## src/rtl/irq_ack_pkg.sv

```systemverilog
// Shared types of the interrupt acknowledge read bridge.
// Assumes: codes are visible at the ports, so their values are fixed.
package irq_ack_pkg;

    // Completion status returned alongside host_ready.
    typedef enum logic [1:0] {
        ERR_NONE  = 2'b00,
        ERR_LEVEL = 2'b01,
        ERR_ALIGN = 2'b10,
        ERR_TMO   = 2'b11
    } ack_err_e;

    // Bus address space of a read outside the acknowledge window.
    typedef enum logic [1:0] {
        SPC_NONE  = 2'b00,
        SPC_SHORT = 2'b01,
        SPC_STD   = 2'b10,
        SPC_EXT   = 2'b11
    } bus_space_e;

    // Controller state.
    typedef enum logic {
        ST_IDLE = 1'b0,
        ST_WAIT = 1'b1
    } ack_state_e;

endpackage

```

## src/rtl/irq_ack_decode.sv

```systemverilog
// Address classifier for the acknowledge bridge.
// What it does: flags reads inside the acknowledge window, extracts the
// level (offset / 2) and the error causes, and assigns every other address
// to a bus space. A window hit masks the space result, which is the
// priority rule.
// Assumes: purely combinational; the caller samples it with the strobe.
module irq_ack_decode
    import irq_ack_pkg::*;
#(
    parameter int          ADDR_W   = 32,
    parameter int          LVL_W    = 3,
    parameter int          WIN_BITS = 8,
    parameter logic [31:0] ACK_BASE = 32'hC400_0000
) (
    input  logic [ADDR_W-1:0] addr,
    output logic              win_hit,
    output logic              misalign,
    output logic              bad_level,
    output logic [LVL_W-1:0]  level,
    output bus_space_e        space
);
    localparam int LVL_HI = LVL_W;      // level field spans bits LVL_HI:1
    localparam int PAD_LO = LVL_W + 1;  // offset bits that must be zero

    logic raw_short, raw_std, raw_ext;

    // Window match, level field and error causes.
    always_comb begin
        win_hit   = (addr[ADDR_W-1:WIN_BITS] == ACK_BASE[ADDR_W-1:WIN_BITS]);
        misalign  = addr[0];
        level     = addr[LVL_HI:1];
        bad_level = (addr[WIN_BITS-1:PAD_LO] != '0) || (addr[LVL_HI:1] == '0);
    end

    // Raw space matches before the window takes priority.
    always_comb begin
        raw_short = (addr[ADDR_W-1:ADDR_W-4] == 4'hC);
        raw_std   = (addr[ADDR_W-1:ADDR_W-4] == 4'hD);
        raw_ext   = (addr[ADDR_W-1:ADDR_W-2] == 2'b10);
    end

    // Space selection; a window hit overrides all of them.
    always_comb begin
        if (win_hit)        space = SPC_NONE;
        else if (raw_short) space = SPC_SHORT;
        else if (raw_std)   space = SPC_STD;
        else if (raw_ext)   space = SPC_EXT;
        else                space = SPC_NONE;
    end

endmodule

```

## src/rtl/irq_ack_timer.sv

```systemverilog
// Reply timeout counter for the acknowledge bridge.
// What it does: counts the cycles the controller spends waiting. It raises
// expire during the wait cycle whose closing edge is the LIMIT-th edge.
// Assumes: run stays high for the whole wait and drops for at least one
// cycle between waits.
module irq_ack_timer #(
    parameter int LIMIT = 255
) (
    input  logic clk,
    input  logic rst_n,
    input  logic run,
    output logic expire
);
    localparam int CNT_W = $clog2(LIMIT + 1);
    localparam logic [CNT_W-1:0] LAST = CNT_W'(LIMIT - 1);

    logic [CNT_W-1:0] cnt;

    // Count wait cycles; clear whenever not waiting.
    always_ff @(posedge clk) begin
        if (!rst_n || !run) cnt <= '0;
        else if (cnt != LAST) cnt <= cnt + 1'b1;
    end

    // Expiry during the wait cycle that closes the window.
    always_comb expire = run && (cnt == LAST);

    AST_CNT_BOUND: assert property (@(posedge clk) disable iff (!rst_n)
        cnt <= LAST);
    AST_CNT_CLEAR: assert property (@(posedge clk) disable iff (!rst_n)
        !run |=> cnt == '0);

endmodule

```

## src/rtl/irq_ack_bridge.sv

```systemverilog
// Interrupt acknowledge read bridge (top).
// What it does: turns a host read in the acknowledge window into a bus
// acknowledge request for level offset/2, returns the status/ID word, and
// reports errors. Reads elsewhere are classified and pulsed on other_hit.
// Assumes: host_rd is a one-cycle strobe; only one acknowledge is in flight,
// and strobes during a wait are dropped.
module irq_ack_bridge
    import irq_ack_pkg::*;
#(
    parameter int          ADDR_W    = 32,
    parameter int          DATA_W    = 16,
    parameter int          LVL_W     = 3,
    parameter int          WIN_BITS  = 8,
    parameter logic [31:0] ACK_BASE  = 32'hC400_0000,
    parameter int          TMO_LIMIT = 255
) (
    input  logic              clk,
    input  logic              rst_n,
    input  logic              host_rd,
    input  logic [ADDR_W-1:0] host_addr,
    output logic [DATA_W-1:0] host_rdata,
    output logic              host_ready,
    output logic              host_err,
    output logic [1:0]        err_code,
    output logic              other_hit,
    output logic [1:0]        other_space,
    output logic              bus_req,
    output logic [LVL_W-1:0]  bus_level,
    input  logic              bus_ack,
    input  logic [DATA_W-1:0] bus_data
);
    localparam logic [DATA_W-1:0] ERR_WORD = '1;

    ack_state_e       state;
    logic             win_hit, misalign, bad_level, tmo_expire;
    logic [LVL_W-1:0] dec_level;
    bus_space_e       dec_space;
    logic             accept;

    irq_ack_decode #(
        .ADDR_W  (ADDR_W),
        .LVL_W   (LVL_W),
        .WIN_BITS(WIN_BITS),
        .ACK_BASE(ACK_BASE)
    ) u_decode (
        .addr     (host_addr),
        .win_hit  (win_hit),
        .misalign (misalign),
        .bad_level(bad_level),
        .level    (dec_level),
        .space    (dec_space)
    );

    irq_ack_timer #(
        .LIMIT(TMO_LIMIT)
    ) u_timer (
        .clk   (clk),
        .rst_n (rst_n),
        .run   (state == ST_WAIT),
        .expire(tmo_expire)
    );

    // A strobe is taken only while idle.
    always_comb accept = host_rd && (state == ST_IDLE);

    // Controller: accept, wait for the reply or timeout, complete.
    always_ff @(posedge clk) begin
        if (!rst_n) begin
            state       <= ST_IDLE;
            bus_req     <= 1'b0;
            bus_level   <= '0;
            host_ready  <= 1'b0;
            host_err    <= 1'b0;
            err_code    <= ERR_NONE;
            host_rdata  <= '0;
            other_hit   <= 1'b0;
            other_space <= SPC_NONE;
        end else begin
            host_ready <= 1'b0;
            other_hit  <= 1'b0;
            unique case (state)
                ST_IDLE: begin
                    if (accept && win_hit) begin
                        if (misalign || bad_level) begin
                            host_ready <= 1'b1;
                            host_err   <= 1'b1;
                            err_code   <= misalign ? ERR_ALIGN : ERR_LEVEL;
                            host_rdata <= ERR_WORD;
                        end else begin
                            bus_req   <= 1'b1;
                            bus_level <= dec_level;
                            state     <= ST_WAIT;
                        end
                    end else if (accept && dec_space != SPC_NONE) begin
                        other_hit   <= 1'b1;
                        other_space <= dec_space;
                    end
                end
                ST_WAIT: begin
                    if (bus_ack) begin
                        bus_req    <= 1'b0;
                        host_ready <= 1'b1;
                        host_err   <= 1'b0;
                        err_code   <= ERR_NONE;
                        host_rdata <= bus_data;
                        state      <= ST_IDLE;
                    end else if (tmo_expire) begin
                        bus_req    <= 1'b0;
                        host_ready <= 1'b1;
                        host_err   <= 1'b1;
                        err_code   <= ERR_TMO;
                        host_rdata <= ERR_WORD;
                        state      <= ST_IDLE;
                    end
                end
                default: state <= ST_IDLE;
            endcase
        end
    end

    AST_REQ_HOLD: assert property (@(posedge clk) disable iff (!rst_n)
        bus_req && !bus_ack && !tmo_expire |=> bus_req && $stable(bus_level));
    AST_LEVEL_VALID: assert property (@(posedge clk) disable iff (!rst_n)
        bus_req |-> bus_level != '0);
    AST_READY_PULSE: assert property (@(posedge clk) disable iff (!rst_n)
        host_ready |=> !host_ready);
    AST_OK_AFTER_REQ: assert property (@(posedge clk) disable iff (!rst_n)
        host_ready && !host_err |-> $past(bus_req) && !bus_req);
    AST_ERR_WORD: assert property (@(posedge clk) disable iff (!rst_n)
        host_ready && host_err |-> host_rdata == ERR_WORD);
    AST_HIT_SPACE: assert property (@(posedge clk) disable iff (!rst_n)
        other_hit |-> other_space != SPC_NONE && !host_ready);
    AST_WAIT_NO_HIT: assert property (@(posedge clk) disable iff (!rst_n)
        bus_req |=> !other_hit);

endmodule

```

## config.mk

```make
export PLATFORM = sky130hd
export DESIGN_NAME = irq_ack_bridge
export DESIGN_NICKNAME = d
export VERILOG_FILES = /design/src/rtl/irq_ack_pkg.sv /design/src/rtl/irq_ack_decode.sv /design/src/rtl/irq_ack_timer.sv /design/src/rtl/irq_ack_bridge.sv
export SDC_FILE = /design/constraint.sdc
export NUM_CORES = 1
export LEC_CHECK = 0
export CORE_MARGIN = 8
export CORE_UTILIZATION = 60
export DETAILED_ROUTE_END_ITERATION = 10
export DONT_BUFFER_PORTS = 1
export PLACE_DENSITY_LB_ADDON = 0.2
export SYNTH_ARGS = -nofsm -noshare
export SYNTH_HDL_FRONTEND = slang
export SYNTH_SLANG_ARGS = --single-unit
```

## constraint.sdc

```tcl
create_clock -name clk -period 4.6 [get_ports clk]
set_clock_uncertainty 0.05 [all_clocks]
set_input_delay 0.23 -clock clk [delete_from_list [all_inputs] [get_ports clk]]
set_output_delay 0.23 -clock clk [all_outputs]
set_load 0.02 [all_outputs]
```

# Word level (Yosys, flattened, before mapping)
# Cells that the tools add are included.
[classes]
n_lt_le_gt_ge = 0
eq_ne = 10
n_reduce_logical = 17
n_div = 0
shifts = 0
bitwise = 4
multipliers = 0
n_mux = 36
add_sub_neg = 1
[op_table]
columns = ["cell", "count"]
rows = [
  ["16-bit 2-to-1 mux", 4],
  ["16-bit case mux with 2 select lines", 1],
  ["24-bit == test, second input constant", 1],
  ["2-bit 2-to-1 mux", 9],
  ["1-bit 2-to-1 mux", 17],
  ["3-bit AND reduction", 4],
  ["8-bit by 1-bit adder with 8-bit output, second input constant", 1],
  ["4-bit == test, second input constant", 2],
  ["8-bit == test, second input constant", 1],
  ["8-bit != test, second input constant", 1],
  ["1-bit case mux with 2 select lines", 4],
  ["1-bit logical AND", 4],
  ["2-bit by 1-bit != test with 1-bit output, second input constant", 2],
  ["1-bit inverter", 4],
  ["2-bit case mux with 2 select lines", 1],
  ["4-bit nonzero test", 1],
  ["3-bit zero test", 1],
  ["1-bit logical OR", 3],
  ["3-bit by 2-bit != test with 1-bit output, second input constant", 1],
  ["3-bit OR reduction", 1],
  ["2-bit == test, second input constant", 1],
  ["1-bit zero test", 2],
  ["2-bit != test, second input constant", 1],
  ["2-bit nonzero test", 1],
]
[totals]
romBits = 0
ramBits = 0
n_memories = 0
register_bits = 36
output_inout_bits = 27
latchBits = 0

# Depth between registers and ports, before layout
[logic_depth]
word_depth = 8
depth_mapped = 8

# Hierarchy
# A second synthesis with hierarchy kept.
[hier_totals]
hier_cells = 153
hier_area_um2 = 1610.3
[modules_own_cells]
columns = ["mod", "instances", "area_per_inst_um2", "seq_area_each_um2", "cells_each"]
rows = [
  ["irq_ack_bridge", 1, 1048.5, 560.5, 90],
  ["irq_ack_timer", 1, 410.4, 160.2, 44],
  ["irq_ack_decode", 1, 151.4, 0.0, 19],
]

# Least setup slack after synthesis
# No wires, ideal clock.
[synth_timing]
path_type = "input port to flip-flop"
startpoint = "input port host_addr[0]"
endpoint = "register bus_level[0]"
setup_ns = 0.116
n_path_buf = 0
slack_ns = 2.640
arrival_ns = 1.794
stages = 5
required_ns = 4.434
path_cell_list = "or4_1 > or3_4 > nor4_4 > mux2i_1 > nor2b_1"
[synth_via]
elab_chain_cells = 3
[synth_lines]
columns = ["item", "line_no", "text"]
rows = [
  ["start: declaration", "irq_ack_bridge.sv:20", "input logic [ADDR_W-1:0] host_addr,"],
  ["1-bit logical OR", "irq_ack_bridge.sv:84", "if (misalign || bad_level) begin"],
  ["1-bit inverter (no source line)", "n/a", ""],
  ["3-bit AND reduction (no source line)", "n/a", ""],
  ["end signal: assignment", "irq_ack_bridge.sv:91", "bus_level <= dec_level;"],
  ["end: declaration", "irq_ack_bridge.sv:28", "output logic [LVL_W-1:0] bus_level,"],
]
# Every way passes these cells.
# A chain may end at the register's enable or synchronous reset.

# Worst setup path after layout
[layout_timing]
startpoint = "register u_timer.cnt[0]"
endpoint = "register err_code[0]"
[layout_via]
elab_chain_cells = 4
[layout_lines]
columns = ["item", "line_no", "text"]
rows = [
  ["start: declaration", "irq_ack_timer.sv:17", "logic [CNT_W-1:0] cnt;"],
  ["start signal: assignment", "irq_ack_timer.sv:22", "else if (cnt != LAST) cnt <= cnt + 1'b1;"],
  ["8-bit == test", "irq_ack_timer.sv:26", "always_comb expire = run && (cnt == LAST);"],
  ["1-bit logical AND", "irq_ack_timer.sv:26", ""],
  ["3-bit by 2-bit != test with 1-bit output (no source line)", "n/a", ""],
  ["3-bit AND reduction (no source line)", "n/a", ""],
  ["end signal: assignment", "irq_ack_bridge.sv:87", "err_code <= misalign ? ERR_ALIGN : ERR_LEVEL;"],
  ["end: declaration", "irq_ack_bridge.sv:24", "output logic [1:0] err_code,"],
]
# Every way passes these cells.

==> impl_metrics.py <==
metrics = {
    "synthesis": {
        "avgSynthCellArea_sq_um": 9.66,
        "synth_warnings": 0,
        "syn_nets": 215,
        "synth_top_area_cell": "dfxtp_1",
        "synth_top_area_share_pct": 46.3,
        "ys_ff_latch": 36,
        "ys_seq_area_share_pct": 46.3,
        "synth.cell_area_sq_mm": 0.00156,
        "synthCells": 161,
        "synth_cell_type_count": 39,
        "synth_area_leaders": "dfxtp_1 (46%), a21boi_1 (7.7%), a22oi_1 (7.7%)",
    },
    "drt": {
        "wl_um": 3770,
        "vias_per_cell": 6.48,
        "wl_per_cell_um": 19.5,
        "ant_nets": 0,
        "drt-initial-drc-count": 40,
        "firstDrtPassIters": 4,
        "via_count": 1250,
        "drcViolationCount": 0,
    },
    "setup_path": {
        "r2r_start": "u_timer.cnt[0]",
        "reg2reg_slack_ns": 2.28,
        "critical-path-slowest-cell": "o21a_1",
        "cp.arrival_ns": 2.52,
        "rr_worst_depth": 6,
        "cpPeakStageDelay_ns": 0.60,
        "critPathLaunchType": "flop",
        "reg2reg_to": "err_code[0]",
        "path_delay_family": "simple AND/OR/NAND/NOR gates",
        "path_max_fanout": 19,
        "end_kind": "flop",
        "cp.required_ns": 4.80,
        "cp_cell_sequence": "inv_1 -> ha_1 -> nand4_1 -> o21a_1 -> nor2b_1 -> mux2i_1",
        "cp.depth": 6,
        "crit_start": "u_timer.cnt[0]",
        "path_buf_inv": 1,
        "critPathKind": "flop to flop",
    },
    "global_route": {
        "grt_use_met1_pct": 17.8,
        "grt.met2_usage_pct": 28.7,
        "grt_pass1_wl_um": 6010,
        "grt_pass1_vias": 1263,
        "grt_overflow": 0,
        "grt_max_degree": 27,
        "gr-usage-met3_pct": 9.40,
        "grt.total_usage_pct": 17.2,
        "grt-busiest-layer": "met2",
        "antenna_found_initial": 0,
    },
    "clock_network": {
        "clock_sinks": 36,
        "cts_tree": "done",
        "h-tree-depth": 2,
        "cts_buffers": 5,
        "post-cts-setup-buffers": 0,
        "cts_resized": 0,
        "ctsHoldBuffers": 3,
        "clkTransAtPathRegs_ns": 0.09,
        "clk_latency_ns": 0.32,
        "cts_buffer_depth": 2,
        "root_buffer": "clkbuf_4",
    },
    "timing": {
        "fin_setup_tns_ns": 0,
        "slew_headroom_pct": 50.9,
        "hold_viol": 0,
        "rsz0062_at_grt": "false",
        "worst_slew_pin_slew_ns": 0.734,
        "finalMaxSlewViolations": 0,
        "finalCriticalPeriod_ns": 2.32,
        "period_share_pct": 50.4,
        "setup_viol": 0,
        "holdWs_ns": 0.0168,
        "fmax_ghz": 0.431,
    },
    "floorplan": {
        "die_area_sq_mm": 0.00448,
        "die_w_um": 66.9,
        "ioPinCount": 79,
        "start_util_pct": 62.8,
        "die_y_um": 66.9,
        "rows": 18,
        "core_area_sq_mm": 0.00248,
    },
    "layout": {
        "synthToLayoutAreaGrowth_pct": 6.52,
        "final_cells": 193,
        "fillers": 200,
        "postLayoutCellArea_sq_mm": 0.00166,
        "n_antenna_cell": 0,
        "nets": 217,
        "drive_above_1_share_pct": 6.75,
    },
    "job": {
        "max_cap_violations": 0,
    },
    "placement": {
        "dp_cells": 183,
        "hpwl_um": 2870,
        "place_area_sq_mm": 0.00156,
        "port_buffers": 0,
        "gp_congestion": 0.889,
    },
    "power_and_ir_drop": {
        "seqPwrFrac_pct": 62.1,
        "power_density_mw_per_mm2": 306,
        "p_total_mw": 0.507,
        "p_sw_share_pct": 19.5,
        "combinationalPowerShare_pct": 3.1,
        "p_sw_mw": 0.0991,
        "ir_drop_mv": 0.310,
        "intPower_mw": 0.408,
        "leakage_nw": 0.557,
        "p_clk_share_pct": 34.8,
    },
    "hold_path": {
        "whs_path_depth": 2,
        "hold_start": "rst_n",
        "worstHoldPathType": "primary input to flop",
        "worst_hold_path.endpoint": "err_code[0]",
    },
    "run_status": {
        "status": "finished clean",
    },
}
## layout make-up
cell class	count	area [sq um]	share of cell area [%]
clock buffer	7	65.1	3.93
multi-input combinational	113	788	47.6
tap	30	37.5	2.27
timing repair buffer	3	30.0	1.81
sequential	36	721	43.5
inverter	4	15.0	0.906
## layer usage
metal	share of wire [%]	vias to the layer above
met3	10	9
met1	36	598
met4	1.4	0
met5	0	-
li1	-	595
met2	52	48
## worst register-to-register path: cells and delay by family (launching register included)
family	cells	cell delay (ns)
DFF	1	0.41
AOI/OAI and AO/OA	1	0.60
adders and majority gates	1	0.22
buffers and inverters	1	0.07
muxes	1	0.22
and+or+nand+nor	2	0.69
## registers in the layout, summed over array words and instances, names as in the netlist
register,flops
state,1
other_space,2
host_ready,1
bus_level,3
host_rdata,16
host_err,1
u_timer.cnt,8
bus_req,1
other_hit,1
err_code,2
## power by group through the flow
stage          Clock [mW]  Combinational [mW]  Sequential, mW
2_1_floorplan           0              0.0120           0.322
3_3_place_gp            0              0.0104           0.323
3_5_place_dp            0              0.0108           0.323
4_1_cts             0.183              0.0156           0.315
5_1_grt             0.195              0.0170           0.316
6_report            0.176              0.0155           0.315
## stage by stage
step	setup slack, ns	util [%]
final	2.28	66.9
after global routing	2.08	66.9
after CTS	2.29	66.9
after detailed placement	2.30	63.0
after global placement	2.45	63.0
after floorplan	2.64	-
## synth_stat cells
| library cell | number |
|---|---|
| buf_1 | 1 |
| and3_1 | 2 |
| or3_4 | 1 |
| nor4b_2 | 1 |
| and2_1 | 1 |
| a21o_1 | 1 |
| a21boi_1 | 16 |
| nor2_1 | 4 |
| nor4_1 | 4 |
| a22oi_1 | 16 |
| nor2b_1 | 8 |
| or2b_1 | 1 |
| mux2i_1 | 4 |
| nor4_4 | 1 |
| o2111ai_1 | 1 |
| dfxtp_1 | 36 |
| ha_1 | 2 |
| or4_1 | 1 |
| nor2_2 | 1 |
| nand4_1 | 3 |
| a21oi_1 | 7 |
| nand2b_1 | 2 |
| a311oi_1 | 1 |
| a211o_1 | 1 |
| nor4bb_1 | 1 |
| nor3_1 | 3 |
| nand2_1 | 11 |
| and4_1 | 1 |
| xor2_1 | 2 |
| xnor2_1 | 3 |
| a21boi_0 | 3 |
| a211oi_1 | 2 |
| buf_2 | 1 |
| nand3_1 | 4 |
| clkbuf_1 | 6 |
| nor4b_1 | 1 |
| o21a_1 | 2 |
| o21ai_0 | 1 |
| inv_1 | 4 |
## cells in the final DEF (no fill, tap or decap), types with 3 or more instances in the layout
cell type / Yosys / layout
a21oi_1: 7 / 7
nor2b_1: 8 / 8
inv_1: 4 / 4
xnor2_1: 3 / 3
a21boi_1: 16 / 16
nand2_1: 11 / 11
nor3_1: 3 / 3
nand4_1: 3 / 3
dfxtp_1: 36 / 36
dlygate4sd3_1: 0 / 3
a21boi_0: 3 / 3
nor2_1: 4 / 4
nor4_1: 4 / 4
nand3_1: 4 / 4
mux2i_1: 4 / 4
a22oi_1: 16 / 16
clkbuf_4: 0 / 5
## logic make-up (layout without fill, tap and decap cells)
kind of cell	after synthesis	after routing	synth area share [%]
muxes	4	4	2.57
adders and majority gates	2	2	1.61
AOI/OAI and AO/OA	51	51	23.6
buffers and inverters	12	14	2.98
xor gates and xnor gates	5	5	2.82
DFF	36	36	46.3
and+or+nand+nor	51	51	20.1
## how the worst max path moves through the flow
stage	end	slack, ns
6_report	err_code[0]	2.28
5_1_grt	err_code[0]	2.08
4_1_cts	err_code[0]	2.29
3_5_place_dp	err_code[0]	2.30
3_3_place_gp	host_rdata[6]	2.45
2_1_floorplan	bus_level[0]	2.64
No activity file was read; power rests on OpenSTA's default activity.
